### config.mk
export PLATFORM = sky130hd
export DESIGN_NAME = therm_event_top
export DESIGN_NICKNAME = d
export VERILOG_FILES = /design/src/rtl/therm_event_pkg.sv /design/src/rtl/therm_event_regs.sv /design/src/rtl/therm_event_datapath.sv /design/src/rtl/therm_event_ctrl.sv /design/src/rtl/therm_event_top.sv
export SDC_FILE = /design/constraint.sdc
export NUM_CORES = 1
export LEC_CHECK = 0
export BUFFER_PORTS_ARGS = -buffer_cell sky130_fd_sc_hd__buf_2
export CAP_MARGIN = 20
export CORE_MARGIN = 3
export CORE_UTILIZATION = 30
export CTS_BUF_LIST = sky130_fd_sc_hd__clkbuf_8
export DETAILED_ROUTE_END_ITERATION = 6
export HOLD_SLACK_MARGIN = 0.15
export PLACE_DENSITY_LB_ADDON = 0.05
export SLEW_MARGIN = 25
export SYNTH_ARGS = -nofsm -noshare
export SYNTH_HDL_FRONTEND = slang
export SYNTH_SLANG_ARGS = --single-unit
### constraint.sdc
create_clock -name clk -period 10.4 [get_ports clk]
set_input_delay 0.52 -clock clk [delete_from_list [all_inputs] [get_ports clk]]
set_output_delay 0.52 -clock clk [all_outputs]
set_load 0.05 [all_outputs]
### src/rtl/therm_event_pkg.sv
package therm_event_pkg;

  localparam int SEL_W      = 2;
  localparam int CFG_W      = 6;
  localparam int LIM_LOWER  = 0;
  localparam int LIM_UPPER  = 1;
  localparam int LIM_CRIT   = 2;
  localparam int NUM_LIMITS = 3;

  // Alarm output behaviour; code 3 behaves as comparator
  typedef enum logic [1:0] {
    EV_MODE_LATCH = 2'd0,
    EV_MODE_CMP   = 2'd1,
    EV_MODE_CRIT  = 2'd2,
    EV_MODE_CMP2  = 2'd3
  } evMode_e;

  // Field order fixes the write word layout
  typedef struct packed {
    logic [1:0] hyst;
    evMode_e    mode;
    logic       windowEn;
    logic       eventEn;
  } evCfg_t;

  // Comparison results the datapath hands to the control
  typedef struct packed {
    logic hiSet;
    logic hiClr;
    logic loSet;
    logic loClr;
    logic crSet;
    logic crClr;
  } cmpStrobe_t;

endpackage

### src/rtl/therm_event_regs.sv
module therm_event_regs
  import therm_event_pkg::*;
#(
  parameter int TEMP_W = 13
) (
  input  logic                     clk,
  input  logic                     rstN,
  input  logic                     limWrEn,
  input  logic [SEL_W-1:0]         limSel,
  input  logic [TEMP_W-1:0]        limWrData,
  input  logic                     cfgWrEn,
  input  logic [CFG_W-1:0]         cfgWrData,
  output evCfg_t                   cfg,
  output logic signed [TEMP_W-1:0] lowerLim,
  output logic signed [TEMP_W-1:0] upperLim,
  output logic signed [TEMP_W-1:0] critLim
);

  localparam logic [TEMP_W-1:0] MOST_NEG = {1'b1, {(TEMP_W-1){1'b0}}};
  localparam logic [TEMP_W-1:0] MOST_POS = {1'b0, {(TEMP_W-1){1'b1}}};

  logic [TEMP_W-1:0] limQ [NUM_LIMITS];

  // One register per limit; select code 3 matches none of them
  for (genvar gi = 0; gi < NUM_LIMITS; gi++) begin : g_lim
    localparam logic [TEMP_W-1:0] RST_VAL = (gi == LIM_LOWER) ? MOST_NEG : MOST_POS;
    always_ff @(posedge clk) begin
      if (!rstN)
        limQ[gi] <= RST_VAL;
      else if (limWrEn && (limSel == SEL_W'(gi)))
        limQ[gi] <= limWrData;
    end
  end

  always_ff @(posedge clk) begin
    if (!rstN)
      cfg <= '0;
    else if (cfgWrEn)
      cfg <= evCfg_t'(cfgWrData);
  end

  assign lowerLim = $signed(limQ[LIM_LOWER]);
  assign upperLim = $signed(limQ[LIM_UPPER]);
  assign critLim  = $signed(limQ[LIM_CRIT]);

endmodule

### src/rtl/therm_event_datapath.sv
module therm_event_datapath
  import therm_event_pkg::*;
#(
  parameter int TEMP_W    = 13,
  parameter int FRAC_BITS = 4
) (
  input  logic signed [TEMP_W-1:0] sampleTemp,
  input  logic signed [TEMP_W-1:0] lowerLim,
  input  logic signed [TEMP_W-1:0] upperLim,
  input  logic signed [TEMP_W-1:0] critLim,
  input  logic [1:0]               hystCode,
  output cmpStrobe_t               strobes
);

  // Two guard bits so limit +/- hysteresis never wraps
  localparam int EXT_W = TEMP_W + 2;
  // 1.5 degC expressed in LSB
  localparam int HYST_BASE = 3 << (FRAC_BITS - 1);

  logic signed [EXT_W-1:0] tempX;
  logic signed [EXT_W-1:0] lowerX;
  logic signed [EXT_W-1:0] hystX;
  logic signed [EXT_W-1:0] highLimX [2];
  logic                    highSet  [2];
  logic                    highClr  [2];

  // Hysteresis codes 0..3 map to 0, 1x, 2x, 4x the base step
  always_comb begin
    unique case (hystCode)
      2'd0:    hystX = '0;
      2'd1:    hystX = EXT_W'(HYST_BASE);
      2'd2:    hystX = EXT_W'(HYST_BASE * 2);
      default: hystX = EXT_W'(HYST_BASE * 4);
    endcase
  end

  assign tempX       = EXT_W'(sampleTemp);
  assign lowerX      = EXT_W'(lowerLim);
  assign highLimX[0] = EXT_W'(upperLim);
  assign highLimX[1] = EXT_W'(critLim);

  // Upper and critical limits share one high-side comparator shape
  for (genvar gh = 0; gh < 2; gh++) begin : g_high
    assign highSet[gh] = tempX > highLimX[gh];
    assign highClr[gh] = tempX <= (highLimX[gh] - hystX);
  end

  always_comb begin
    strobes.hiSet = highSet[0];
    strobes.hiClr = highClr[0];
    strobes.crSet = highSet[1];
    strobes.crClr = highClr[1];
    // Low side: hysteresis added to the bound
    strobes.loSet = tempX < lowerX;
    strobes.loClr = tempX >= (lowerX + hystX);
  end

endmodule

### src/rtl/therm_event_ctrl.sv
module therm_event_ctrl
  import therm_event_pkg::*;
(
  input  logic       clk,
  input  logic       rstN,
  input  logic       sampleValid,
  input  logic       clearPulse,
  input  evCfg_t     cfg,
  input  cmpStrobe_t strobes,
  output logic       aboveHigh,
  output logic       belowLow,
  output logic       aboveCrit,
  output logic       eventN
);

  logic irqLatch;
  logic freshRise;
  logic eventAct;

  // A latch needs a 0->1 flag transition on this sample
  assign freshRise = sampleValid &&
                     ((cfg.windowEn && strobes.hiSet && !aboveHigh) ||
                      (cfg.windowEn && strobes.loSet && !belowLow)  ||
                      (strobes.crSet && !aboveCrit));

  // Flags move only on a sample strobe
  always_ff @(posedge clk) begin
    if (!rstN) begin
      aboveHigh <= 1'b0;
      belowLow  <= 1'b0;
      aboveCrit <= 1'b0;
    end else if (sampleValid) begin
      if (strobes.hiSet)      aboveHigh <= 1'b1;
      else if (strobes.hiClr) aboveHigh <= 1'b0;
      if (strobes.loSet)      belowLow  <= 1'b1;
      else if (strobes.loClr) belowLow  <= 1'b0;
      if (strobes.crSet)      aboveCrit <= 1'b1;
      else if (strobes.crClr) aboveCrit <= 1'b0;
    end
  end

  // Latched alarm: a fresh crossing wins over a clear in the same cycle
  always_ff @(posedge clk) begin
    if (!rstN)
      irqLatch <= 1'b0;
    else if (cfg.mode != EV_MODE_LATCH)
      irqLatch <= 1'b0;
    else if (freshRise)
      irqLatch <= 1'b1;
    else if (clearPulse)
      irqLatch <= 1'b0;
  end

  // The critical flag drives the output as a comparator in every mode
  always_comb begin
    unique case (cfg.mode)
      EV_MODE_LATCH: eventAct = irqLatch || aboveCrit;
      EV_MODE_CRIT:  eventAct = aboveCrit;
      default:       eventAct = (cfg.windowEn && (aboveHigh || belowLow)) || aboveCrit;
    endcase
  end

  // Active low; the enable bit masks the output only, not the flags
  assign eventN = !(cfg.eventEn && eventAct);

endmodule

### src/rtl/therm_event_top.sv
module therm_event_top
  import therm_event_pkg::*;
#(
  parameter int TEMP_W    = 13,
  parameter int FRAC_BITS = 4
) (
  input  logic              clk,
  input  logic              rstN,
  input  logic              sampleValid,
  input  logic [TEMP_W-1:0] sampleTemp,
  input  logic              limWrEn,
  input  logic [1:0]        limSel,
  input  logic [TEMP_W-1:0] limWrData,
  input  logic              cfgWrEn,
  input  logic [5:0]        cfgWrData,
  input  logic              clearPulse,
  output logic              eventN,
  output logic              aboveHigh,
  output logic              belowLow,
  output logic              aboveCrit
);

  evCfg_t                   cfgQ;
  cmpStrobe_t               cmpStb;
  logic signed [TEMP_W-1:0] lowerQ;
  logic signed [TEMP_W-1:0] upperQ;
  logic signed [TEMP_W-1:0] critQ;

  therm_event_regs #(.TEMP_W(TEMP_W)) u_regs (
    .clk       (clk),
    .rstN      (rstN),
    .limWrEn   (limWrEn),
    .limSel    (limSel),
    .limWrData (limWrData),
    .cfgWrEn   (cfgWrEn),
    .cfgWrData (cfgWrData),
    .cfg       (cfgQ),
    .lowerLim  (lowerQ),
    .upperLim  (upperQ),
    .critLim   (critQ)
  );

  therm_event_datapath #(.TEMP_W(TEMP_W), .FRAC_BITS(FRAC_BITS)) u_dp (
    .sampleTemp ($signed(sampleTemp)),
    .lowerLim   (lowerQ),
    .upperLim   (upperQ),
    .critLim    (critQ),
    .hystCode   (cfgQ.hyst),
    .strobes    (cmpStb)
  );

  therm_event_ctrl u_ctrl (
    .clk         (clk),
    .rstN        (rstN),
    .sampleValid (sampleValid),
    .clearPulse  (clearPulse),
    .cfg         (cfgQ),
    .strobes     (cmpStb),
    .aboveHigh   (aboveHigh),
    .belowLow    (belowLow),
    .aboveCrit   (aboveCrit),
    .eventN      (eventN)
  );

endmodule

==> impl_metrics.env <==
export IMPL_dpl_instance_area_um2=4910
export IMPL_cp_start_kind="flop"
export IMPL_cts_tree="yes"
export IMPL_clock_sinks=49
export IMPL_clockRootBuffer="clkbuf_8"
export IMPL_grt_pass1_vias=3715
export IMPL_grt_ovfl_total=0
export IMPL_reg2reg_depth=17
export IMPL_syn_area_um2=4490
export IMPL_fp_row_count=44
export IMPL_synth_area_leader_cell="edfxtp_1"
export IMPL_crit_arrival_ns=4.17
export IMPL_drive_above_1_share_pct=14.4
export IMPL_gp_congestion=0.823
export IMPL_syn2layout_area_growth_pct=11.2
export IMPL_status="completed"
export IMPL_yosysSeqAreaShare_pct=30.5
export IMPL_p_leak_nw=2.21
export IMPL_synth_area_top_cells="edfxtp_1 (26%), ha_1 (23%), xnor2_1 (5.1%)"
export IMPL_fmax_mhz=254
export IMPL_ys_flop_type="edfxtp_1"
export IMPL_hold_violations=0
export IMPL_diodes=0
export IMPL_tightest_slew_ns=0.872
export IMPL_synth_edf_count=39
export IMPL_min_from="cfgWrData[3]"
export IMPL_grt_pass1_wl_um=20800
export IMPL_cts_buffers=5
export IMPL_finalSetupTns_ns=0
export IMPL_dp_final_hpwl_um=10900
export IMPL_synth_async_reset_ratio_pct=0
export IMPL_crit_path_end_kind="flop"
export IMPL_synth_seq_cells=49
export IMPL_rsz0062_at_grt="false"
export IMPL_first_iter_violations=141
export IMPL_synth_common_cells="ha_1 (83), inv_1 (51), edfxtp_1 (39)"
export IMPL_clkTransAtPathRegs_ns=0.10
export IMPL_die_area_um2=16500
export IMPL_routed_via_density=5.06
export IMPL_min_period_ns=3.94
export IMPL_fin_nets=647
export IMPL_finalClockSkew_ns=0.0113
export IMPL_regToRegSetupSlack_ns=6.46
export IMPL_synth_warnings=0
export IMPL_path_class="reg -> reg"
export IMPL_die_w_um=128
export IMPL_cts_buffer_depth=2
export IMPL_pin_count=44
export IMPL_max_vdd_ir_drop_v=0.0000560
export IMPL_holdCritPathClass="in -> reg"
export IMPL_grtUsageTotal_pct=16.5
export IMPL_syn_avg_cell_area_um2=9.38
export IMPL_synth_top_area_share_pct=26.1
export IMPL_p_per_area_nw_per_um2=110
export IMPL_synth_nets=605
export IMPL_postCtsSetupBuffers=0
export IMPL_synthCells=479
export IMPL_crit_fanout=5
export IMPL_portBuffers=43
export IMPL_yosysUniqueCellTypes=55
export IMPL_vias=3570
export IMPL_antenna_left=0
export IMPL_reg2reg_from="u_regs.cfg[4]"
export IMPL_clkLatencyLatePin_ns=0.32
export IMPL_totalWireLength_um=13000
export IMPL_slew_headroom_pct=41.9
export IMPL_r2r_end="u_ctrl.aboveHigh"
export IMPL_first_pass_iters=5
export IMPL_drc=0
export IMPL_period_share_pct=37.9
export IMPL_worstPathRequired_ns=10.63
export IMPL_antenna_found_initial=0
export IMPL_drv_max_cap_violation_count=0
export IMPL_die_h_um=128
export IMPL_initial_utilization_pct=30.8
export IMPL_post_drt_wl_per_cell_um=18.5
export IMPL_holdPathStages=3
export IMPL_synth_most_common_cell="ha_1"
export IMPL_setup_violations=0
export IMPL_drv_slew=0
export IMPL_h_tree_depth=2
export IMPL_ctsHoldBuffers=0
export IMPL_postLayoutCellArea_um2=5000
export IMPL_min_to="u_regs.cfg[3]"
export IMPL_post_cts_resized=0
export IMPL_grt_max_degree=23
export IMPL_core_um2=14600
-- per-stage QoR --
| stage | hold slack, ns | utilization [%] | instances | power (mW) | setup slack (ns) |
|---|---|---|---|---|---|
| global placement | 0.486 | 33.6 | 698 | 0.436 | 6.51 |
| global route | 0.448 | 34.3 | 706 | 0.591 | 6.11 |
| CTS | 0.421 | 34.3 | 706 | 0.558 | 6.43 |
| finish | 0.422 | 34.3 | 706 | 0.552 | 6.46 |
| floorplan | 0.460 | - | 479 | 0.371 | 6.79 |
| detailed placement | 0.499 | 33.6 | 698 | 0.436 | 6.43 |
-- state kept, by name, indices dropped and copies added, names as in the netlist --
name / cells
u_ctrl.belowLow: 1
u_regs.cfg: 6
u_ctrl.irqLatch: 1
u_ctrl.aboveHigh: 1
u_ctrl.aboveCrit: 1
u_regs.limQ: 39
-- worst max-delay path, stage by stage, from the launching register on --
cell and delay [ns]:
dfxtp_1 0.42, inv_1 0.07, ha_1 0.34, inv_1 0.15
fa_1 0.46, or3_1 0.38, a21oi_1 0.15, a21oi_1 0.08
nand2_1 0.14, nor4_2 0.06, a21oi_1 0.16, ha_1 0.28
nand4_1 0.13, or2_0 0.14, a31oi_1 0.05, nor4_1 0.26
mux2_2 0.37, a41o_1 0.23
-- kinds of logic after synthesis --
logic type	Yosys count	share of synthesized area (%)
compound gates	97	14.1
xor+xnor	29	5.82
fa+ha+maj	86	24.5
buf+inv	60	5.21
flops	49	30.5
mux	7	1.59
simple gates	151	18.4
-- how the worst max path moves through the flow --
stage                  startpoint               end  slack (ns)  depth (start not counted)
global route        u_regs.cfg[4]  u_ctrl.aboveHigh        6.11                         17
floorplan           u_regs.cfg[4]  u_ctrl.aboveHigh        6.79                         17
CTS                 u_regs.cfg[4]  u_ctrl.aboveHigh        6.43                         17
global placement    u_regs.cfg[4]  u_ctrl.aboveHigh        6.51                         17
detailed placement  u_regs.cfg[4]  u_ctrl.aboveHigh        6.43                         17
finish              u_regs.cfg[4]  u_ctrl.aboveHigh        6.46                         17
-- cell usage in the layout, fill, tap and decap left out, drive strengths merged, types with 2 or more instances in the layout --
| master | netlist | routed |
|---|---|---|
| nand2b | 6 | 6 |
| a21oi | 35 | 35 |
| fa | 3 | 3 |
| o22ai | 2 | 2 |
| a31oi | 6 | 6 |
| mux2i | 6 | 6 |
| ha | 83 | 83 |
| nor3 | 9 | 9 |
| o41ai | 3 | 3 |
| nor4 | 4 | 4 |
| nand4 | 12 | 12 |
| or4 | 2 | 2 |
| and2 | 12 | 12 |
| dfxtp | 10 | 10 |
| xnor2 | 27 | 27 |
| nor2b | 7 | 7 |
| nand3 | 13 | 13 |
| or2 | 14 | 14 |
| and4 | 3 | 3 |
| xor2 | 2 | 2 |
| o21ai | 16 | 16 |
| o31ai | 2 | 2 |
| a221oi | 3 | 3 |
| inv | 51 | 52 |
| buf | 4 | 44 |
| clkbuf | 5 | 5 |
| nand2 | 25 | 25 |
| or3 | 16 | 16 |
| a211oi | 2 | 2 |
| a211o | 4 | 4 |
| a21o | 10 | 10 |
| o211ai | 4 | 4 |
| nor2 | 25 | 25 |
| edfxtp | 39 | 39 |
| o21bai | 3 | 3 |
-- where the power goes --
part	switching, mW	total (mW)	internal [mW]
clock network	0.0733	0.121	0.0479
registers	0.0183	0.246	0.228
logic	0.108	0.184	0.0759
-- metal layers --
metal	vias up	share of wire, %	track usage [%]
li1	1820	-	-
met1	1676	51	24.1
met2	66	44	26.5
met3	8	3.4	1.70
met4	0	1.1	3.50
met5	-	0	0
-- area by class of cell --
| class | instances | area [µm²] |
|---|---|---|
| clock buffers | 5 | 68.8 |
| clock inverters | 3 | 21.3 |
| fillers | 1526 | 9590 |
| inverters | 51 | 191 |
| multi-input cells | 370 | 2890 |
| flip-flops and latches | 49 | 1370 |
| well taps | 184 | 230 |
| repair buffers | 44 | 223 |
Note: power is estimated with default switching activity, not from simulation.
